==> config.mk <==
export PLATFORM = sky130hd
export DESIGN_NAME = nested_irq_ctrl
export DESIGN_NICKNAME = d
export VERILOG_FILES = /design/src/rtl/nirq_pkg.sv /design/src/rtl/nirq_pending.sv /design/src/rtl/nirq_arbiter.sv /design/src/rtl/nirq_stack.sv /design/src/rtl/nested_irq_ctrl.sv
export SDC_FILE = /design/constraint.sdc
export NUM_CORES = 1
export LEC_CHECK = 0
export BUFFER_PORTS_ARGS = -buffer_cell sky130_fd_sc_hd__buf_2
export CORE_MARGIN = 3
export CORE_UTILIZATION = 50
export CTS_BUF_LIST = sky130_fd_sc_hd__clkbuf_2
export DETAILED_ROUTE_END_ITERATION = 8
export GPL_ROUTABILITY_DRIVEN = 0
export GPL_TIMING_DRIVEN = 0
export PLACE_DENSITY_LB_ADDON = 0.2
export RECOVER_POWER = 25
export SYNTH_ARGS = -nofsm -noshare
export SYNTH_HDL_FRONTEND = slang
export SYNTH_SLANG_ARGS = --single-unit
==> constraint.sdc <==
create_clock -name clk_i -period 8.3 [get_ports clk_i]
set_clock_uncertainty 0.05 [all_clocks]
set_input_delay 2.075 -clock clk_i [delete_from_list [all_inputs] [get_ports clk_i]]
set_output_delay 2.075 -clock clk_i [all_outputs]
set_load 0.01 [all_outputs]
==> src/rtl/nirq_pkg.sv <==
package nirq_pkg;
  typedef enum logic [1:0] {
    SRC_IDLE = 2'd0,
    SRC_HW   = 2'd1,
    SRC_SW   = 2'd2
  } src_e;
endpackage

==> src/rtl/nirq_pending.sv <==
module nirq_pending #(
  parameter int N_HW   = 4,
  parameter int ADDR_W = 16
) (
  input  logic              clk_i,
  input  logic              rst_ni,
  input  logic [N_HW-1:0]   hw_req_i,
  input  logic              sw_req_i,
  input  logic [ADDR_W-1:0] sw_addr_i,
  input  logic [N_HW-1:0]   hw_clr_i,
  input  logic              sw_clr_i,
  output logic [N_HW-1:0]   hw_pend_o,
  output logic              sw_pend_o,
  output logic [ADDR_W-1:0] sw_addr_o
);
  logic sw_keep;
  assign sw_keep = sw_pend_o & ~sw_clr_i;

  always_ff @(posedge clk_i or negedge rst_ni) begin
    if (!rst_ni) begin
      hw_pend_o <= '0;
      sw_pend_o <= 1'b0;
      sw_addr_o <= '0;
    end else begin
      hw_pend_o <= (hw_pend_o & ~hw_clr_i) | hw_req_i;
      sw_pend_o <= sw_keep | sw_req_i;
      // first request wins the address until it is taken
      if (sw_req_i && !sw_keep) sw_addr_o <= sw_addr_i;
    end
  end

  AST_CLR_ONLY_PENDING: assert property (@(posedge clk_i) disable iff (!rst_ni)
    (hw_clr_i & ~hw_pend_o) == '0);
  AST_SW_CLR_PENDING: assert property (@(posedge clk_i) disable iff (!rst_ni)
    sw_clr_i |-> sw_pend_o);
  AST_SW_ADDR_HELD: assert property (@(posedge clk_i) disable iff (!rst_ni)
    (sw_pend_o && !sw_clr_i) |=> $stable(sw_addr_o));
endmodule

==> src/rtl/nirq_arbiter.sv <==
module nirq_arbiter #(
  parameter int N_HW = 4,
  parameter int ID_W = 3
) (
  input  logic [N_HW-1:0] hw_pend_i,
  input  logic            sw_pend_i,
  output logic            valid_o,
  output logic [ID_W-1:0] id_o
);
  // lowest index wins; software sits below every line
  always_comb begin
    valid_o = sw_pend_i;
    id_o    = ID_W'(N_HW);
    for (int i = N_HW - 1; i >= 0; i--) begin
      if (hw_pend_i[i]) begin
        valid_o = 1'b1;
        id_o    = ID_W'(i);
      end
    end
  end
endmodule

==> src/rtl/nirq_stack.sv <==
module nirq_stack #(
  parameter int DEPTH = 4,
  parameter int W     = 8
) (
  input  logic         clk_i,
  input  logic         rst_ni,
  input  logic         push_i,
  input  logic         pop_i,
  input  logic [W-1:0] din_i,
  output logic [W-1:0] top_o,
  output logic         empty_o,
  output logic         full_o
);
  localparam int CNT_W = $clog2(DEPTH + 1);
  localparam int PTR_W = (DEPTH > 1) ? $clog2(DEPTH) : 1;

  logic [CNT_W-1:0] cnt_q;
  logic [W-1:0]     mem_q [DEPTH];

  assign empty_o = (cnt_q == '0);
  assign full_o  = (cnt_q == CNT_W'(DEPTH));
  assign top_o   = empty_o ? '0 : mem_q[PTR_W'(cnt_q - 1'b1)];

  always_ff @(posedge clk_i or negedge rst_ni) begin
    if (!rst_ni)                 cnt_q <= '0;
    else if (push_i && !full_o)  cnt_q <= cnt_q + 1'b1;
    else if (pop_i && !empty_o)  cnt_q <= cnt_q - 1'b1;
  end

  always_ff @(posedge clk_i) begin
    if (push_i && !full_o) mem_q[PTR_W'(cnt_q)] <= din_i;
  end

  AST_NO_OVERFLOW: assert property (@(posedge clk_i) disable iff (!rst_ni)
    push_i |-> !full_o);
  AST_NO_UNDERFLOW: assert property (@(posedge clk_i) disable iff (!rst_ni)
    pop_i |-> !empty_o);
  AST_NO_PUSH_POP: assert property (@(posedge clk_i) disable iff (!rst_ni)
    !(push_i && pop_i));
endmodule

==> src/rtl/nested_irq_ctrl.sv <==
module nested_irq_ctrl
  import nirq_pkg::*;
#(
  parameter int N_HW        = 4,
  parameter int ADDR_W      = 16,
  parameter int VEC_BASE    = 'h0100,
  parameter int VEC_STRIDE  = 8,
  parameter int STACK_DEPTH = 4,
  localparam int ID_W       = $clog2(N_HW + 2)
) (
  input  logic              clk_i,
  input  logic              rst_ni,
  input  logic [N_HW-1:0]   hw_req_i,
  input  logic              sw_req_i,
  input  logic [ADDR_W-1:0] sw_addr_i,
  input  logic              irq_done_i,
  output logic              irq_take_o,
  output logic              irq_active_o,
  output logic [ID_W-1:0]   irq_id_o,
  output logic [ADDR_W-1:0] irq_reg_o,
  output logic [ADDR_W-1:0] irq_addr_o,
  output logic              irq_overflow_o
);
  localparam logic [ID_W-1:0] IDLE_ID = ID_W'(N_HW + 1);
  localparam logic [ID_W-1:0] SW_ID   = ID_W'(N_HW);
  localparam int              ENT_W   = 2 + ID_W + ADDR_W;

  src_e              cur_src_q;
  logic [ID_W-1:0]   cur_id_q;
  logic [ADDR_W-1:0] cur_reg_q;
  logic              take_q, ovf_q;

  logic [N_HW-1:0]   hw_pend, hw_clr;
  logic              sw_pend, sw_clr;
  logic [ADDR_W-1:0] sw_addr_q;
  logic              cand_valid;
  logic [ID_W-1:0]   cand_id;
  logic              cand_hw;
  logic [ID_W-1:0]   cur_lvl;
  logic              active, done_eff, preempt, blocked, take, push, pop;
  logic              stk_empty, stk_full;
  logic [ENT_W-1:0]  stk_top;
  logic [ADDR_W-1:0] new_reg;

  nirq_pending #(.N_HW(N_HW), .ADDR_W(ADDR_W)) u_pending (
    .clk_i    (clk_i),
    .rst_ni   (rst_ni),
    .hw_req_i (hw_req_i),
    .sw_req_i (sw_req_i),
    .sw_addr_i(sw_addr_i),
    .hw_clr_i (hw_clr),
    .sw_clr_i (sw_clr),
    .hw_pend_o(hw_pend),
    .sw_pend_o(sw_pend),
    .sw_addr_o(sw_addr_q)
  );

  nirq_arbiter #(.N_HW(N_HW), .ID_W(ID_W)) u_arbiter (
    .hw_pend_i(hw_pend),
    .sw_pend_i(sw_pend),
    .valid_o  (cand_valid),
    .id_o     (cand_id)
  );

  nirq_stack #(.DEPTH(STACK_DEPTH), .W(ENT_W)) u_stack (
    .clk_i  (clk_i),
    .rst_ni (rst_ni),
    .push_i (push),
    .pop_i  (pop),
    .din_i  ({cur_src_q, cur_id_q, cur_reg_q}),
    .top_o  (stk_top),
    .empty_o(stk_empty),
    .full_o (stk_full)
  );

  assign active   = (cur_src_q != SRC_IDLE);
  assign cur_lvl  = active ? cur_id_q : IDLE_ID;
  assign cand_hw  = (cand_id < SW_ID);
  assign done_eff = irq_done_i && active;
  assign preempt  = cand_valid && (cand_id < cur_lvl);
  assign blocked  = preempt && active && stk_full;
  assign take     = preempt && !done_eff && !blocked;
  assign push     = take && active;
  assign pop      = done_eff && !stk_empty;
  assign sw_clr   = take && !cand_hw;
  assign new_reg  = cand_hw ? ADDR_W'(int'(cand_id) * VEC_STRIDE) : sw_addr_q;

  for (genvar g = 0; g < N_HW; g++) begin : g_clr
    assign hw_clr[g] = take && (cand_id == ID_W'(g));
  end

  always_ff @(posedge clk_i or negedge rst_ni) begin
    if (!rst_ni) begin
      cur_src_q <= SRC_IDLE;
      cur_id_q  <= IDLE_ID;
      cur_reg_q <= '0;
      take_q    <= 1'b0;
      ovf_q     <= 1'b0;
    end else begin
      take_q <= take;
      ovf_q  <= blocked && !done_eff;
      if (done_eff) begin
        if (!stk_empty) begin
          cur_src_q <= src_e'(stk_top[ENT_W-1 -: 2]);
          cur_id_q  <= stk_top[ADDR_W +: ID_W];
          cur_reg_q <= stk_top[ADDR_W-1:0];
        end else begin
          cur_src_q <= SRC_IDLE;
          cur_id_q  <= IDLE_ID;
          cur_reg_q <= '0;
        end
      end else if (take) begin
        cur_src_q <= cand_hw ? SRC_HW : SRC_SW;
        cur_id_q  <= cand_id;
        cur_reg_q <= new_reg;
      end
    end
  end

  assign irq_take_o     = take_q;
  assign irq_active_o   = active;
  assign irq_id_o       = cur_id_q;
  assign irq_reg_o      = cur_reg_q;
  assign irq_addr_o     = (cur_src_q == SRC_HW) ? cur_reg_q + ADDR_W'(VEC_BASE) : cur_reg_q;
  assign irq_overflow_o = ovf_q;

  AST_IDLE_NULL: assert property (@(posedge clk_i) disable iff (!rst_ni)
    !irq_active_o |-> (irq_reg_o == '0 && irq_id_o == IDLE_ID));
  AST_HW_OFFSET: assert property (@(posedge clk_i) disable iff (!rst_ni)
    (irq_take_o && irq_id_o < SW_ID) |-> irq_reg_o == ADDR_W'(int'(irq_id_o) * VEC_STRIDE));
  AST_TAKE_OUTRANKS: assert property (@(posedge clk_i) disable iff (!rst_ni)
    take |=> (irq_take_o && irq_id_o < $past(cur_lvl)));
  AST_OVF_HOLDS: assert property (@(posedge clk_i) disable iff (!rst_ni)
    irq_overflow_o |-> (!irq_take_o && $stable(irq_id_o)));
  AST_DONE_FIRST: assert property (@(posedge clk_i) disable iff (!rst_ni)
    done_eff |=> !irq_take_o);
  AST_SRC_MATCHES_ID: assert property (@(posedge clk_i) disable iff (!rst_ni)
    irq_active_o |-> ((cur_src_q == SRC_SW) == (irq_id_o == SW_ID)));
endmodule

==> flow_summary.json, run 1 <==
{
  "ioPinCount": 62,
  "setup_viol": 0,
  "min_period_ns": 4.650,
  "powerDensity_nw_per_um2": 330.7,
  "cp_data_required_time_ns": 6.18,
  "worst-path-buf-inv": 1,
  "slowest_delay_ns": 0.61,
  "synth_area_leaders": "edfxtp_1 (43%), dfrtp_1 (19%), mux4_2 (8.1%), o211ai_1 (4.1%), mux2_2 (2.3%)",
  "grt_overflow": 0,
  "die_h_um": 113.8,
  "ff2ff_path_depth": 8,
  "grtUsageTotal": 0.1987,
  "antenna_cells": 0,
  "rr_endpoint": "u_stack.mem_q[2][11]",
  "num_vias": 3570,
  "place_area_um2": 6326,
  "clockBufferDepth": 2,
  "cts-buffers-inserted": 17,
  "synth_top_area_share": 0.4337,
  "synth_area_um2": 5816,
  "fin_area_um2": 6556,
  "critical-path-top-delay-family": "simple AND/OR/NAND/NOR gates",
  "synthDistinctLibCells": 47,
  "yosys_most_used_dff": "edfxtp_1",
  "finalPower_mw": 2.168,
  "finalWirelength_mm": 12.41,
  "post_drt_wl_per_cell_um": 19.82,
  "crit_path_cell_trace": "nor2b_1, and4_1, nand3_1, xnor2_1, buf_2",
  "hpwl_mm": 8.171,
  "hold_ws_ns": 0.5090,
  "dieWidth_um": 113.8,
  "cts_tree": "yes",
  "synth_area_leader_cell": "edfxtp_1",
  "drc": 0,
  "leakage_nw": 2.540,
  "via_per_inst": 5.703,
  "final_hold_viol_count": 0,
  "synthArstFlopShare": 0.3588,
  "min_to": "u_pending.hw_pend_o[1]",
  "worstPathArrival_ns": 2.53,
  "r2r_slack_ns": 4.71,
  "cts_hold_buf": 0,
  "holdPathStages": 1,
  "grt_pass1_vias": 3661,
  "clockRootBuffer": "clkbuf_2",
  "r2r_start": "u_pending.hw_pend_o[2]",
  "drv_cap": 0,
  "htreeDepth": 4,
  "finalCritPeriodShare": 0.5603,
  "antenna_found_initial": 0,
  "worstSetupEndpointType": "primary output",
  "start_kind": "register",
  "grt_pass1_wl_mm": 19.32,
  "io_buffers": 61,
  "path_clk_slew_ns": 0.20,
  "min_path_type": "reg -> reg",
  "drtPass1Iterations": 5,
  "post_cts_buffers": 0,
  "synth-edff-count": 84,
  "rsz0062_at_grt": "no",
  "finalNetCount": 504,
  "critPathKind": "reg -> out",
  "row_count": 38,
  "cts_num_sinks": 131,
  "nFillCells": 874,
  "yosysSeqAreaShare": 0.6364,
  "first_iter_violations": 215,
  "synth_area_per_cell_um2": 14.84,
  "die_area_um2": 12960,
  "maxSlewViolCount": 0,
  "slew-limit-headroom": 0.2045,
  "status": "complete, no violations",
  "fmax_ghz": 0.2150,
  "syn_nets": 423,
  "final_layout_size_suffix_gt1_frac": 0.3251,
  "postRouteAntennaNets": 0,
  "clk_latency_ns": 0.66,
  "tightest_slew_ns": 1.193,
  "critPathLaunch": "cur_src_q[0]",
  "yosys_warnings": 0,
  "ctsResizeCount": 0,
  "area_growth_pct": 12.74,
  "cp_slowest_cell": "dfrtp_1",
  "crit_fanout": 11,
  "ys_ff_latch": 131,
  "syn-instance-count": 392,
  "core_um2": 11080,
  "hold_start": "u_pending.hw_pend_o[1]",
  "start_util": 0.5250,
  "irDropWorstVdd_mv": 0.2069,
  "setup_tns_ns": 0,
  "grt_max_degree": 48
}
worst reg2reg max path: stages, from the launching register on:
cell      delay, ns
dfrtp_1        0.52
or4_1          0.48
buf_2          0.17
inv_1          0.11
ha_1           0.26
o221ai_1       0.28
o21ai_0        0.22
nor2_1         0.17
and2_1         0.95
report_power, final:
part           switching, mW  internal, mW
Sequential             0.104         0.872
Combinational          0.423         0.393
Clock                  0.261         0.114
Total                  0.788          1.38
through the flow:
stage | setup WS (ns) | utilization | cells
global route | 3.478 | 0.5918 | 626
detailed placement | 3.954 | 0.5710 | 594
finish | 3.650 | 0.5918 | 626
floorplan | 4.236 | - | 392
global placement | 3.241 | 0.5683 | 593
CTS | 3.620 | 0.5918 | 626
sequential cells by signal, indices dropped and copies added, names as in the netlist:
name	cells
u_stack.mem_q	84
irq_reg_o	16
u_pending.sw_addr_o	16
u_pending.hw_pend_o	4
irq_id_o	3
u_stack.cnt_q	3
cur_src_q	2
irq_overflow_o	1
irq_take_o	1
u_pending.sw_pend_o	1
cells in the final DEF (no fill, tap or decap), types with 3 or more instances in the layout:
cell        synthesis  routed
inv_6               0       5
inv_1              11      11
nand2b_1           17      17
dfrtp_1            45      45
buf_4               8       8
nor2_1             14      13
o211ai_1           32      32
mux2_2             12      12
nand3_1             4       4
a21oi_1             7       7
clkbuf_2            0      17
o21ai_0             9       9
edfxtp_1           84      84
mux4_2             21      21
mux2_4              7       7
a21o_1              3       3
clkbuf_1           11      11
ha_1                7       7
xnor2_1             7       7
and2_1              3       3
a31oi_1             3       3
clkinvlp_4          0       5
buf_2               5      66
mux2i_1             3       3
nand4_1             3       3
a22o_1             14      14
nand2_1            31      31
how the worst max path moves through the flow:
stage / to / slack, ns / cells past startpoint
4_1_cts: irq_addr_o[13] / 3.62 / 5
3_5_place_dp: u_stack.mem_q[2][7] / 3.95 / 6
2_1_floorplan: u_stack.mem_q[0][0] / 4.24 / 5
3_3_place_gp: u_stack.mem_q[0][2] / 3.24 / 6
5_1_grt: irq_addr_o[15] / 3.48 / 5
6_report: irq_addr_o[13] / 3.65 / 5
cells by family (layout without fill, tap and decap cells):
logic type                 count (synthesis)  in the layout  share of synthesized area
DFF                                      131            131                     0.6364
buffers and inverters                     38            132                    0.03335
and+or+nand+nor                           83             83                    0.06949
muxes                                     43             43                     0.1278
xor gates and xnor gates                   8              8                    0.01205
adders and majority gates                  7              7                    0.01506
AOI/OAI and AO/OA                         82             82                     0.1059
per-layer routing:
layer | vias up | routed length, µm | GRT usage
li1 | 1666 | - | -
met1 | 1776 | 5138 | 0.2643
met2 | 109 | 6345 | 0.3223
met3 | 19 | 657 | 0.05252
met4 | 0 | 269 | 0.06492
met5 | - | 0 | 0
cell usage after synthesis, types with 2 or more instances:
| library cell | instances |
|---|---|
| nand4_1 | 3 |
| buf_2 | 5 |
| mux2_4 | 7 |
| ha_1 | 7 |
| a22o_1 | 14 |
| o21ai_0 | 9 |
| o21a_1 | 2 |
| buf_4 | 8 |
| o211ai_1 | 32 |
| clkbuf_1 | 11 |
| nand3_1 | 4 |
| a21o_1 | 3 |
| mux2i_1 | 3 |
| dfstp_2 | 2 |
| nand2_1 | 31 |
| nor2_1 | 14 |
| inv_1 | 11 |
| and3_1 | 2 |
| nor3_1 | 2 |
| mux4_2 | 21 |
| nand2b_1 | 17 |
| edfxtp_1 | 84 |
| dfrtp_1 | 45 |
| a31oi_1 | 3 |
| and2_1 | 3 |
| mux2_2 | 12 |
| o221ai_1 | 2 |
| xnor2_1 | 7 |
| a21oi_1 | 7 |
| buf_6 | 2 |
| nor2b_1 | 2 |
| or2_2 | 2 |
final cells by class:
class | count | area (µm²) | area share
flip-flops and latches | 131 | 3701 | 0.5645
clock buffers | 17 | 85.08 | 0.01298
clock inverters | 15 | 145.1 | 0.02214
inverters | 11 | 41.29 | 0.006298
repair buffers | 62 | 332.8 | 0.05076
well taps | 140 | 175.2 | 0.02672
multi-input cells | 223 | 1923 | 0.2933
plain buffers | 27 | 152.6 | 0.02328
(Power assumes the default switching activity.)
==> run 2: changes to the inputs <==
--- a/config.mk
+++ b/config.mk
@@ -5,6 +5,7 @@
 export SDC_FILE = /design/constraint.sdc
 export NUM_CORES = 1
 export LEC_CHECK = 0
+export ABC_AREA = 1
 export BUFFER_PORTS_ARGS = -buffer_cell sky130_fd_sc_hd__buf_2
 export CORE_MARGIN = 3
 export CORE_UTILIZATION = 50
==> constraint.sdc (replaced) <==
create_clock -name clk_i -period 4.57 [get_ports clk_i]
set_clock_uncertainty 0.05 [all_clocks]
set_input_delay 1.1425 -clock clk_i [delete_from_list [all_inputs] [get_ports clk_i]]
set_output_delay 1.1425 -clock clk_i [all_outputs]
set_load 0.01 [all_outputs]
==> run 2 against run 1 <==
  * Total power increased by 110%
  * First-iteration DRC count increased by 59%
  * Combinational power increased by 140%
  * Largest cell class unchanged
  * Critical path depth increased by 2
  * Critical path type unchanged
  * Global-route usage increased by 2.9 points
  * Critical endpoint is now irq_addr_o[15]
  * Register-to-register slack got worse by 3.9 ns
  * Core utilization decreased by 0.67 points
  * Worst setup slack got worse by 2.9 ns
==> flow_summary.json, run 2 <==
{
  "status": "complete, no violations",
  "worstSetupEndpointType": "primary output",
  "ioPinCount": 62,
  "final_layout_size_suffix_gt1_frac": 0.2368,
  "finalNetCount": 622,
  "antenna_found_initial": 0,
  "yosys_warnings": 0,
  "dp_worst_setup_slack_ns": 0.8744,
  "synth_top_area_share": 0.4453,
  "regArea_um2": 3701,
  "cts_hold_buf": 0,
  "crit_path_end": "irq_addr_o[15]",
  "synth-edff-count": 84,
  "synthArstFlopShare": 0.3588,
  "syn_nets": 539,
  "worstPathArrival_ns": 2.62,
  "io_buffers": 60,
  "internal_power_mw": 2.596,
  "fin_area_um2": 6399,
  "holdPathStages": 2,
  "powerDensity_nw_per_um2": 709.8,
  "synth_area_leader_cell": "edfxtp_1",
  "r2r_slack_ns": 0.80,
  "final_hold_viol_count": 0,
  "clk_latency_ns": 0.67,
  "setup_viol": 0,
  "place_area_um2": 6210,
  "row_count": 38,
  "p_sw_frac": 0.4283,
  "worst_slack_ns": 0.7554,
  "crit_fanout": 7,
  "via_per_inst": 5.509,
  "yosysSeqAreaShare": 0.6534,
  "slew-limit-headroom": 0.2554,
  "grt_overflow": 0,
  "postRouteAntennaNets": 0,
  "finalPower_mw": 4.542,
  "post_drt_wl_per_cell_um": 18.45,
  "grtUsageTotal": 0.2275,
  "drc": 0,
  "yosys_most_used_dff": "edfxtp_1",
  "top_register": "u_stack.mem_q",
  "synth_area_per_cell_um2": 11.15,
  "min_period_ns": 3.815,
  "finalWirelength_mm": 13.73,
  "post_cts_buffers": 0,
  "multi_input_area_um2": 1685,
  "cp_data_required_time_ns": 3.38,
  "die_area_um2": 12640,
  "finalCritPeriodShare": 0.8347,
  "leakage_nw": 2.696,
  "dieWidth_um": 112.4,
  "cts-buffers-inserted": 17,
  "hpwl_mm": 9.085,
  "start_kind": "register",
  "cts_num_sinks": 131,
  "mostFrequentLayoutCells": "edfxtp_1 (84), nand2_1 (80), nor2_1 (68)",
  "cts_tree": "yes",
  "start_util": 0.5180,
  "antenna_cells": 0,
  "synth.top_cells.by_count": "edfxtp_1 (84), nand2_1 (80), nor2_1 (72), dfrtp_1 (45), o21ai_0 (43)",
  "finalCoreUtilization": 0.5851,
  "final_common_cell": "edfxtp_1",
  "clkPwrFrac": 0.130,
  "min_path_type": "reg -> reg",
  "core_um2": 10940,
  "synth_area_um2": 5664,
  "drtPass1Iterations": 5,
  "path_clk_slew_ns": 0.18,
  "synth_area_leaders": "edfxtp_1 (45%), dfrtp_1 (20%), nand2_1 (5.3%), nor2_1 (4.8%), o21ai_0 (3.8%)",
  "nFillCells": 954,
  "ff2ff_path_depth": 10,
  "synthMostInstantiatedCell": "edfxtp_1",
  "first_iter_violations": 342,
  "clockBufferDepth": 2,
  "r2r_start": "u_stack.cnt_q[0]",
  "rsz0062_at_grt": "no",
  "critPathLaunch": "cur_src_q[0]",
  "power_frac_comb": 0.437,
  "area_growth_pct": 12.97,
  "ys_ff_latch": 131,
  "grt_max_degree": 48,
  "irDropWorstVdd_mv": 0.3246,
  "largest_reg_flops": 84,
  "grt_pass1_wl_mm": 21.69,
  "power.switching_mw": 1.945,
  "grt_pass1_vias": 4167,
  "die_h_um": 112.4,
  "clockRootBuffer": "clkbuf_2",
  "syn-instance-count": 508,
  "setup_tns_ns": 0,
  "seqPwrFrac": 0.433,
  "drv_cap": 0,
  "htreeDepth": 4,
  "fmax_ghz": 0.2621,
  "ctsResizeCount": 0,
  "critPathKind": "reg -> out",
  "maxSlewViolCount": 0,
  "num_vias": 4099,
  "tightest_slew_ns": 1.117,
  "rr_endpoint": "u_stack.mem_q[0][2]",
  "synthDistinctLibCells": 34
}
-- run 2: cell types whose count changed in the layout (fill, tap and decap cells not counted), moves of 10 or more --
cell / delta
nand2b_1: -17
a21oi_2: +10
mux2_2: -11
mux4_2: -21
nand3_1: +23
o21ai_0: +34
o211ai_1: -31
o22ai_1: +19
a22oi_1: +14
nor2_1: +55
inv_1: +12
a22o_1: -14
nand2_1: +49
-- run 2: cell families (layout without fill, tap and decap cells) --
group	Yosys count	after routing	synth area share
buf+inv	60	156	0.05080
mux	1	1	0.001988
flops	131	131	0.6534
compound gates	102	102	0.1120
xor+xnor	8	8	0.01237
fa+ha+maj	7	7	0.01546
simple gates	199	199	0.1540
-- run 2: power by group through the flow --
stage	clock, mW	sequential [mW]	combinational (mW)
after floorplan	0	1.96	1.26
after global placement	0	1.98	1.88
after detailed placement	0	2.00	1.97
after CTS	0.606	1.97	1.99
after global routing	0.654	2.01	2.18
final	0.591	1.97	1.98
-- run 2: layout make-up --
class,instances,share of cell area
repair buffers,64,0.05632
multi-input cells,317,0.2634
well taps,140,0.02738
flip-flops and latches,131,0.5784
plain buffers,32,0.02855
inverters,28,0.01643
clock buffers,19,0.01486
clock inverters,13,0.01467
-- run 2: how the worst min path moves through the flow --
stage | start | end | slack (ns)
detailed placement | u_pending.sw_addr_o[12] | u_pending.sw_addr_o[12] | 0.41
global route | u_pending.sw_addr_o[13] | u_pending.sw_addr_o[13] | 0.48
finish | u_pending.sw_addr_o[13] | u_pending.sw_addr_o[13] | 0.45
CTS | u_pending.sw_addr_o[13] | u_pending.sw_addr_o[13] | 0.45
floorplan | u_pending.sw_addr_o[3] | u_pending.sw_addr_o[3] | 0.39
global placement | u_pending.sw_addr_o[12] | u_pending.sw_addr_o[12] | 0.41
-- run 2: critical path, cell delays in order (launching register included) --
cell     delay (ns)
dfrtp_1        0.54
inv_2          0.07
nor2_1         0.34
nand4_1        0.21
nor3_1         0.29
nand3_1        0.18
xnor2_1        0.17
buf_2          0.15
-- run 2: per-stage QoR --
| step | cells | hold WS [ns] |
|---|---|---|
| 4_1_cts | 744 | 0.4513 |
| 3_3_place_gp | 708 | 0.4055 |
| 3_5_place_dp | 712 | 0.4141 |
| 6_report | 744 | 0.4512 |
| 2_1_floorplan | 508 | 0.3922 |
| 5_1_grt | 744 | 0.4850 |
-- run 2: per-layer routing --
layer  GRT usage  wire length [µm]  vias up
met5           0                 0        -
met4     0.09936               326        0
met3     0.04798               887       27
met2      0.3639              6801      163
met1      0.3026              5712     1979
li1            -                 -     1930
